## src/rtl/ssm_pkg.sv

```systemverilog
package ssm_pkg;

  // Line format sampled when a transfer is accepted.
  typedef struct packed {
    logic pol;
    logic msb_first;
    logic invert;
  } ssm_fmt_t;

endpackage

```

## src/rtl/ssm_phase_gen.sv

```systemverilog
module ssm_phase_gen #(
  parameter int unsigned DATA_W = 8,
  parameter int unsigned HDIV_W = 8
) (
  input  logic              clk,
  input  logic              rst_n,
  input  logic              start,
  input  logic              start_pol,
  input  logic [HDIV_W-1:0] start_half,
  output logic              busy,
  output logic              sck,
  output logic              shift_tx,
  output logic              capture,
  output logic              done
);

  localparam int unsigned PHASES = 2 * DATA_W;
  localparam int unsigned PH_W   = $clog2(PHASES);
  localparam logic [PH_W-1:0] LAST_PH = PH_W'(PHASES - 1);

  logic [HDIV_W-1:0] half_q;
  logic [HDIV_W-1:0] hcnt_q;
  logic [PH_W-1:0]   ph_q;
  logic              busy_q;
  logic              sck_q;
  logic              tick;

  // tick: the current half-period ends on this edge
  assign tick     = busy_q && (hcnt_q == (half_q - HDIV_W'(1)));
  // entering an odd phase is a capture edge
  assign capture  = tick && !ph_q[0];
  // entering an even phase (other than the first) launches the next bit
  assign shift_tx = tick && ph_q[0] && (ph_q != LAST_PH);
  assign done     = tick && (ph_q == LAST_PH);
  assign busy     = busy_q;
  assign sck      = sck_q;

  always_ff @(posedge clk or negedge rst_n) begin
    if (!rst_n) begin
      busy_q <= 1'b0;
      sck_q  <= 1'b1;
      half_q <= HDIV_W'(1);
      hcnt_q <= '0;
      ph_q   <= '0;
    end else if (start && !busy_q) begin
      busy_q <= 1'b1;
      half_q <= (start_half == '0) ? HDIV_W'(1) : start_half;
      hcnt_q <= '0;
      ph_q   <= '0;
      sck_q  <= start_pol;
    end else if (busy_q) begin
      if (tick) begin
        hcnt_q <= '0;
        if (ph_q == LAST_PH) begin
          busy_q <= 1'b0;
          sck_q  <= 1'b1;
        end else begin
          ph_q  <= ph_q + PH_W'(1);
          sck_q <= ~sck_q;
        end
      end else begin
        hcnt_q <= hcnt_q + HDIV_W'(1);
      end
    end
  end

  // sck moves only when a half-period has run out
  assert_sck_steady_R5: assert property (@(posedge clk) disable iff (!rst_n)
    (busy_q && !tick) |=> $stable(sck_q));

  // idle clock level is high
  assert_idle_high_R1: assert property (@(posedge clk) disable iff (!rst_n)
    !busy_q |-> sck_q);

endmodule

```

## src/rtl/ssm_tx_shift.sv

```systemverilog
module ssm_tx_shift #(
  parameter int unsigned DATA_W = 8
) (
  input  logic              clk,
  input  logic              rst_n,
  input  logic              load,
  input  logic [DATA_W-1:0] load_data,
  input  logic              msb_first,
  input  logic              invert,
  input  logic              shift,
  output logic              sdo
);

  logic [DATA_W-1:0] rev;
  logic [DATA_W-1:0] word;
  logic [DATA_W-1:0] sh_q;

  for (genvar i = 0; i < DATA_W; i++) begin : g_rev
    assign rev[i] = load_data[DATA_W-1-i];
  end

  // Put the first line bit at position 0 and apply inversion.
  assign word = (msb_first ? rev : load_data) ^ {DATA_W{invert}};

  always_ff @(posedge clk or negedge rst_n) begin
    if (!rst_n) begin
      sh_q <= '1;
    end else if (load) begin
      sh_q <= word;
    end else if (shift) begin
      sh_q <= {1'b1, sh_q[DATA_W-1:1]};
    end
  end

  assign sdo = sh_q[0];

  // the data line moves only at a load or at a launch edge
  assert_sdo_only_at_launch_R3: assert property (@(posedge clk) disable iff (!rst_n)
    (!load && !shift) |=> $stable(sdo));

endmodule

```

## src/rtl/ssm_rx_shift.sv

```systemverilog
module ssm_rx_shift #(
  parameter int unsigned DATA_W = 8
) (
  input  logic              clk,
  input  logic              rst_n,
  input  logic              capture,
  input  logic              sdi,
  input  logic              finish,
  input  logic              msb_first,
  input  logic              invert,
  output logic [DATA_W-1:0] rx_data,
  output logic              rx_valid
);

  localparam int unsigned CW = $clog2(DATA_W + 1);

  logic [DATA_W-1:0] sh_q;
  logic [DATA_W-1:0] rev;
  logic [DATA_W-1:0] data_q;
  logic              valid_q;
  logic [CW-1:0]     cap_cnt_q;

  for (genvar i = 0; i < DATA_W; i++) begin : g_rev
    assign rev[i] = sh_q[DATA_W-1-i];
  end

  always_ff @(posedge clk or negedge rst_n) begin
    if (!rst_n) begin
      sh_q    <= '0;
      data_q  <= '0;
      valid_q <= 1'b0;
    end else begin
      valid_q <= finish;
      if (capture) begin
        sh_q <= {sdi, sh_q[DATA_W-1:1]};
      end
      if (finish) begin
        data_q <= (msb_first ? rev : sh_q) ^ {DATA_W{invert}};
      end
    end
  end

  assign rx_data  = data_q;
  assign rx_valid = valid_q;

  // Capture counter used only by the checks below.
  always_ff @(posedge clk or negedge rst_n) begin
    if (!rst_n) begin
      cap_cnt_q <= '0;
    end else if (finish) begin
      cap_cnt_q <= '0;
    end else if (capture) begin
      cap_cnt_q <= cap_cnt_q + CW'(1);
    end
  end

  // a transfer ends after exactly DATA_W samples
  assert_full_byte_R5: assert property (@(posedge clk) disable iff (!rst_n)
    finish |-> (cap_cnt_q == CW'(DATA_W)));

  // completion is a single-cycle pulse
  assert_valid_pulse_R9: assert property (@(posedge clk) disable iff (!rst_n)
    valid_q |=> !valid_q);

endmodule

```

## src/rtl/sync_serial_master.sv

```systemverilog
module sync_serial_master #(
  parameter int unsigned DATA_W = 8,
  parameter int unsigned HDIV_W = 8
) (
  input  logic              clk,
  input  logic              rst_n,
  input  logic              cfg_pol,
  input  logic              cfg_msb_first,
  input  logic              cfg_invert,
  input  logic [HDIV_W-1:0] cfg_half_div,
  input  logic              tx_valid,
  output logic              tx_ready,
  input  logic [DATA_W-1:0] tx_data,
  output logic              rx_valid,
  output logic [DATA_W-1:0] rx_data,
  output logic              sck,
  output logic              sdo,
  input  logic              sdi
);

  import ssm_pkg::*;

  ssm_fmt_t fmt_q;
  logic     busy;
  logic     accept;
  logic     shift_tx;
  logic     capture;
  logic     done;

  assign tx_ready = !busy;
  assign accept   = tx_valid && tx_ready;

  always_ff @(posedge clk or negedge rst_n) begin
    if (!rst_n) begin
      fmt_q <= '0;
    end else if (accept) begin
      fmt_q <= '{pol: cfg_pol, msb_first: cfg_msb_first, invert: cfg_invert};
    end
  end

  ssm_phase_gen #(.DATA_W(DATA_W), .HDIV_W(HDIV_W)) u_phase (
    .clk        (clk),
    .rst_n      (rst_n),
    .start      (accept),
    .start_pol  (cfg_pol),
    .start_half (cfg_half_div),
    .busy       (busy),
    .sck        (sck),
    .shift_tx   (shift_tx),
    .capture    (capture),
    .done       (done)
  );

  ssm_tx_shift #(.DATA_W(DATA_W)) u_tx (
    .clk       (clk),
    .rst_n     (rst_n),
    .load      (accept),
    .load_data (tx_data),
    .msb_first (cfg_msb_first),
    .invert    (cfg_invert),
    .shift     (shift_tx),
    .sdo       (sdo)
  );

  ssm_rx_shift #(.DATA_W(DATA_W)) u_rx (
    .clk       (clk),
    .rst_n     (rst_n),
    .capture   (capture),
    .sdi       (sdi),
    .finish    (done),
    .msb_first (fmt_q.msb_first),
    .invert    (fmt_q.invert),
    .rx_data   (rx_data),
    .rx_valid  (rx_valid)
  );

  // an accepted byte makes the block busy on the next cycle
  assert_busy_after_accept_R2: assert property (@(posedge clk) disable iff (!rst_n)
    accept |=> !tx_ready);

  // completion coincides with idle clock and ready
  assert_done_idle_R9: assert property (@(posedge clk) disable iff (!rst_n)
    rx_valid |-> (tx_ready && sck));

endmodule

```

## config.mk

```make
export PLATFORM = sky130hd
export DESIGN_NAME = sync_serial_master
export DESIGN_NICKNAME = d
export VERILOG_FILES = /design/src/rtl/ssm_pkg.sv /design/src/rtl/ssm_phase_gen.sv /design/src/rtl/ssm_tx_shift.sv /design/src/rtl/ssm_rx_shift.sv /design/src/rtl/sync_serial_master.sv
export SDC_FILE = /design/constraint.sdc
export NUM_CORES = 1
export LEC_CHECK = 0
export BUFFER_PORTS_ARGS = -buffer_cell sky130_fd_sc_hd__buf_2
export CAP_MARGIN = 0
export CELL_PAD_IN_SITES_DETAIL_PLACEMENT = 1
export CELL_PAD_IN_SITES_GLOBAL_PLACEMENT = 1
export CORE_MARGIN = 4
export CORE_UTILIZATION = 46
export CTS_CLUSTER_DIAMETER = 50
export CTS_CLUSTER_SIZE = 20
export DETAILED_ROUTE_END_ITERATION = 16
export PLACE_DENSITY = 0.8
export SKIP_CTS_REPAIR_TIMING = 1
export SLEW_MARGIN = 20
export SYNTH_ARGS = -nofsm -noshare
export SYNTH_HDL_FRONTEND = slang
export SYNTH_HIERARCHICAL = 1
export SYNTH_SLANG_ARGS = --single-unit
```

## constraint.sdc

```tcl
create_clock -name clk -period 3.49 [get_ports clk]
set_input_delay 0.349 -clock clk [delete_from_list [all_inputs] [get_ports clk]]
set_output_delay 0.349 -clock clk [all_outputs]
set_load 0.03 [all_outputs]
```

==> impl_metrics.py <==
metrics = {
    "route": {
        "vias": 1978,
        "drt-pass1-iter-count": 4,
        "drtAntennaViolNets": 0,
        "drcViolationCount": 0,
        "wire_per_inst_um": 16.6,
        "routed_via_density": 5.46,
        "drt-total-wl_um": 6000,
        "first_iter_violations": 76,
    },
    "place": {
        "dp_cells": 354,
        "dp_slack_ns": 0.280,
        "finalWeightedCongestion": 0.765,
        "dpl_cell_area_um2": 2960,
        "port_buffers": 34,
        "dp_hpwl_um": 4400,
    },
    "clock_tree": {
        "clock_sinks": 49,
        "cts_tree": "yes",
        "path_clk_slew_ns": 0.10,
        "h-tree-depth": 2,
        "clockBufferDepth": 2,
        "numCtsBuffers": 5,
        "root_buffer": "clkbuf_8",
        "clock_latency_ns": 0.32,
    },
    "logic_synthesis": {
        "yosysTopAreaCell": "dfrtp_1",
        "yosysMostFrequentCell": "dfrtp_1",
        "synthAdderAreaFrac_pct": 1.35,
        "synth.area.top_cells": "dfrtp_1, dfstp_2, mux2i_1",
        "netlist_top_cells_count": "dfrtp_1, nand2_1, mux2i_1",
        "synthArstFlopShare_pct": 100,
        "synth-seq-cells": 49,
        "synth-edff-count": 0,
        "synth-compound-area-share_pct": 10.2,
        "muxShareOfSynthArea_pct": 14.1,
        "syn_nets": 284,
        "yosysSeqAreaShare_pct": 44.6,
        "syn_inst": 258,
        "yosys.area_share.simple_pct": 17.1,
        "syn_area_um2": 2780,
        "synth_warnings": 6,
        "synthXorXnorAreaFrac_pct": 8.51,
        "synth_top_area_share_pct": 35.1,
        "synth_top_family_by_area": "simple AND/OR/NAND/NOR gates",
        "synth.distinct_cells": 54,
        "syn_avg_cell_area_um2": 10.8,
        "ys.flop_type": "dfrtp_1",
    },
    "sta": {
        "slew_headroom_pct": 56.9,
        "setup_viol_count_final": 0,
        "hold_ws_ns": 0.0274,
        "tightest_slew_ns": 0.643,
        "final.setup.tns_ns": 0,
        "hold_viol": 0,
        "rsz0062_at_grt": "false",
        "period_minus_slack_ns": 3.24,
        "period_share_pct": 92.8,
        "setup_ws_ns": 0.250,
        "slew_viol_final": 0,
        "fmax_mhz": 309,
        "fin_skew_ns": 0.0130,
    },
    "power": {
        "seqPwrFrac_pct": 47.6,
        "p_int_mw": 1.28,
        "ir_worst_vdd_mv": 0.315,
        "p_sw_uw": 796,
        "power.density_nw_per_um2": 682,
        "p_comb_share_pct": 35.7,
        "switching_share_pct": 38.3,
        "p_leak_nw": 1.45,
        "total_power_mw": 2.08,
        "p_clk_share_pct": 16.7,
    },
    "die": {
        "fp.dieH_um": 85.7,
        "start_util_pct": 47.2,
        "die_x_um": 85.7,
        "core_um2": 5890,
        "rows": 28,
        "dieArea_um2": 7350,
        "io_pins": 35,
    },
    "global_route": {
        "grtUsageTotal_pct": 17.7,
        "antenna_found_initial": 0,
        "grt_pass1_vias": 2146,
        "grt_max_degree": 50,
        "grt_pass1_wl_um": 10300,
        "grt-ovfl-total": 0,
    },
    "final_layout": {
        "nNetsFinal": 312,
        "antenna_cells": 0,
        "drive_gt1_share_pct": 25.4,
        "final_util_pct": 51.8,
        "layout.cells.non_filler": 362,
        "final_area_um2": 3050,
        "area_delta_synth_final_pct": 9.73,
    },
    "hold_path": {
        "hold_class": "primary input to async pin",
    },
    "critical_path": {
        "critical_path.endpoint": "u_tx/sh_q[6]",
        "r2r-start": "u_phase/half_q[0]",
        "critPathLaunch": "u_phase/half_q[0]",
        "endpoint_kind": "flip-flop",
        "critPathRequiredTime_ns": 3.71,
        "rr_endpoint": "u_tx/sh_q[6]",
        "crit_type": "flip-flop to flip-flop",
        "start_kind": "flip-flop",
        "crit_fanout": 15,
        "critPathArrivalTime_ns": 3.46,
        "rrSetupSlack_ns": 0.25,
        "r2r_cells": 11,
    },
    "status": {
        "status": "finished, final reports clean",
    },
    "job": {
        "maxCapViolations": 0,
    },
}
==> metal layers <==
metal	part of all wire [%]	vias to the layer above	global-route usage (%)
li1	-	962	-
met1	44	977	21.8
met2	51	33	31.4
met3	3.8	6	2.50
met4	1.3	0	6.47
met5	0	-	0
==> cell type report <==
type | count | area [um2]
inverters | 4 | 15.0
multi-input cells | 190 | 1420
repair buffers | 36 | 188
well taps | 75 | 93.8
clock buffers | 5 | 68.8
clock inverters | 3 | 21.3
fillers | 674 | 2840
flip-flops and latches | 49 | 1240
==> cell families after synthesis <==
logic type      Yosys count
simple gates             84
fa+ha+maj                 3
compound gates           40
xor+xnor                 27
mux                      36
buf+inv                  19
flops                    49
==> worst min path at each step <==
stage                         start                end  slack [ns]
floorplan                     rst_n           fmt_q[0]        0.05
global placement    u_rx/rx_data[4]    u_rx/rx_data[4]        0.48
detailed placement  u_rx/rx_data[2]    u_rx/rx_data[2]        0.49
CTS                 cfg_half_div[4]  u_phase/half_q[4]        0.23
global route                  rst_n    u_rx/rx_data[1]        0.08
finish                        rst_n    u_rx/rx_data[5]        0.03
==> flip-flops by register name (all words and copies together) (netlist names) <==
| signal | flops |
|---|---|
| u_phase/half_q | 8 |
| u_phase/hcnt_q | 8 |
| u_rx/rx_data | 8 |
| u_rx/sh_q | 8 |
| u_tx/sh_q | 8 |
| u_phase/ph_q | 4 |
| fmt_q | 2 |
| u_phase/busy | 1 |
| u_phase/sck | 1 |
| u_rx/rx_valid | 1 |
==> placed cells by master (no fill, tap or decap), types with 4 or more instances in the layout <==
master     n
xor2_1    13
nand3_1    5
xnor2_1   14
nor2_1     9
dfrtp_1   39
nor3_1     6
nor2b_1    8
dfstp_2   10
clkbuf_8   5
a21oi_1   14
mux2_2     9
inv_1      4
mux2_1     8
a211oi_1   9
mux2i_1   17
buf_2     33
nand2_1   29
==> critical path: stages (launching register included) <==
cell and delay [ns]:
dfstp_2 0.58, inv_1 0.07, ha_1 0.31, xor2_1 0.13
nand2_1 0.07, nor4b_2 0.28, o2111a_1 0.32, and2_1 0.29
and3_1 0.52, and2b_1 0.25, a211oi_1 0.25, a21oi_1 0.07
==> power by group through the flow <==
stage / logic [mW] / registers (mW) / clock network (mW)
after global routing: 0.838 / 1.02 / 0.383
after global placement: 0.711 / 0.987 / 0
after detailed placement: 0.746 / 1.00 / 0
after floorplan: 0.649 / 0.925 / 0
final: 0.742 / 0.990 / 0.348
after CTS: 0.752 / 0.993 / 0.361
No activity file was read; power rests on OpenSTA's default activity.
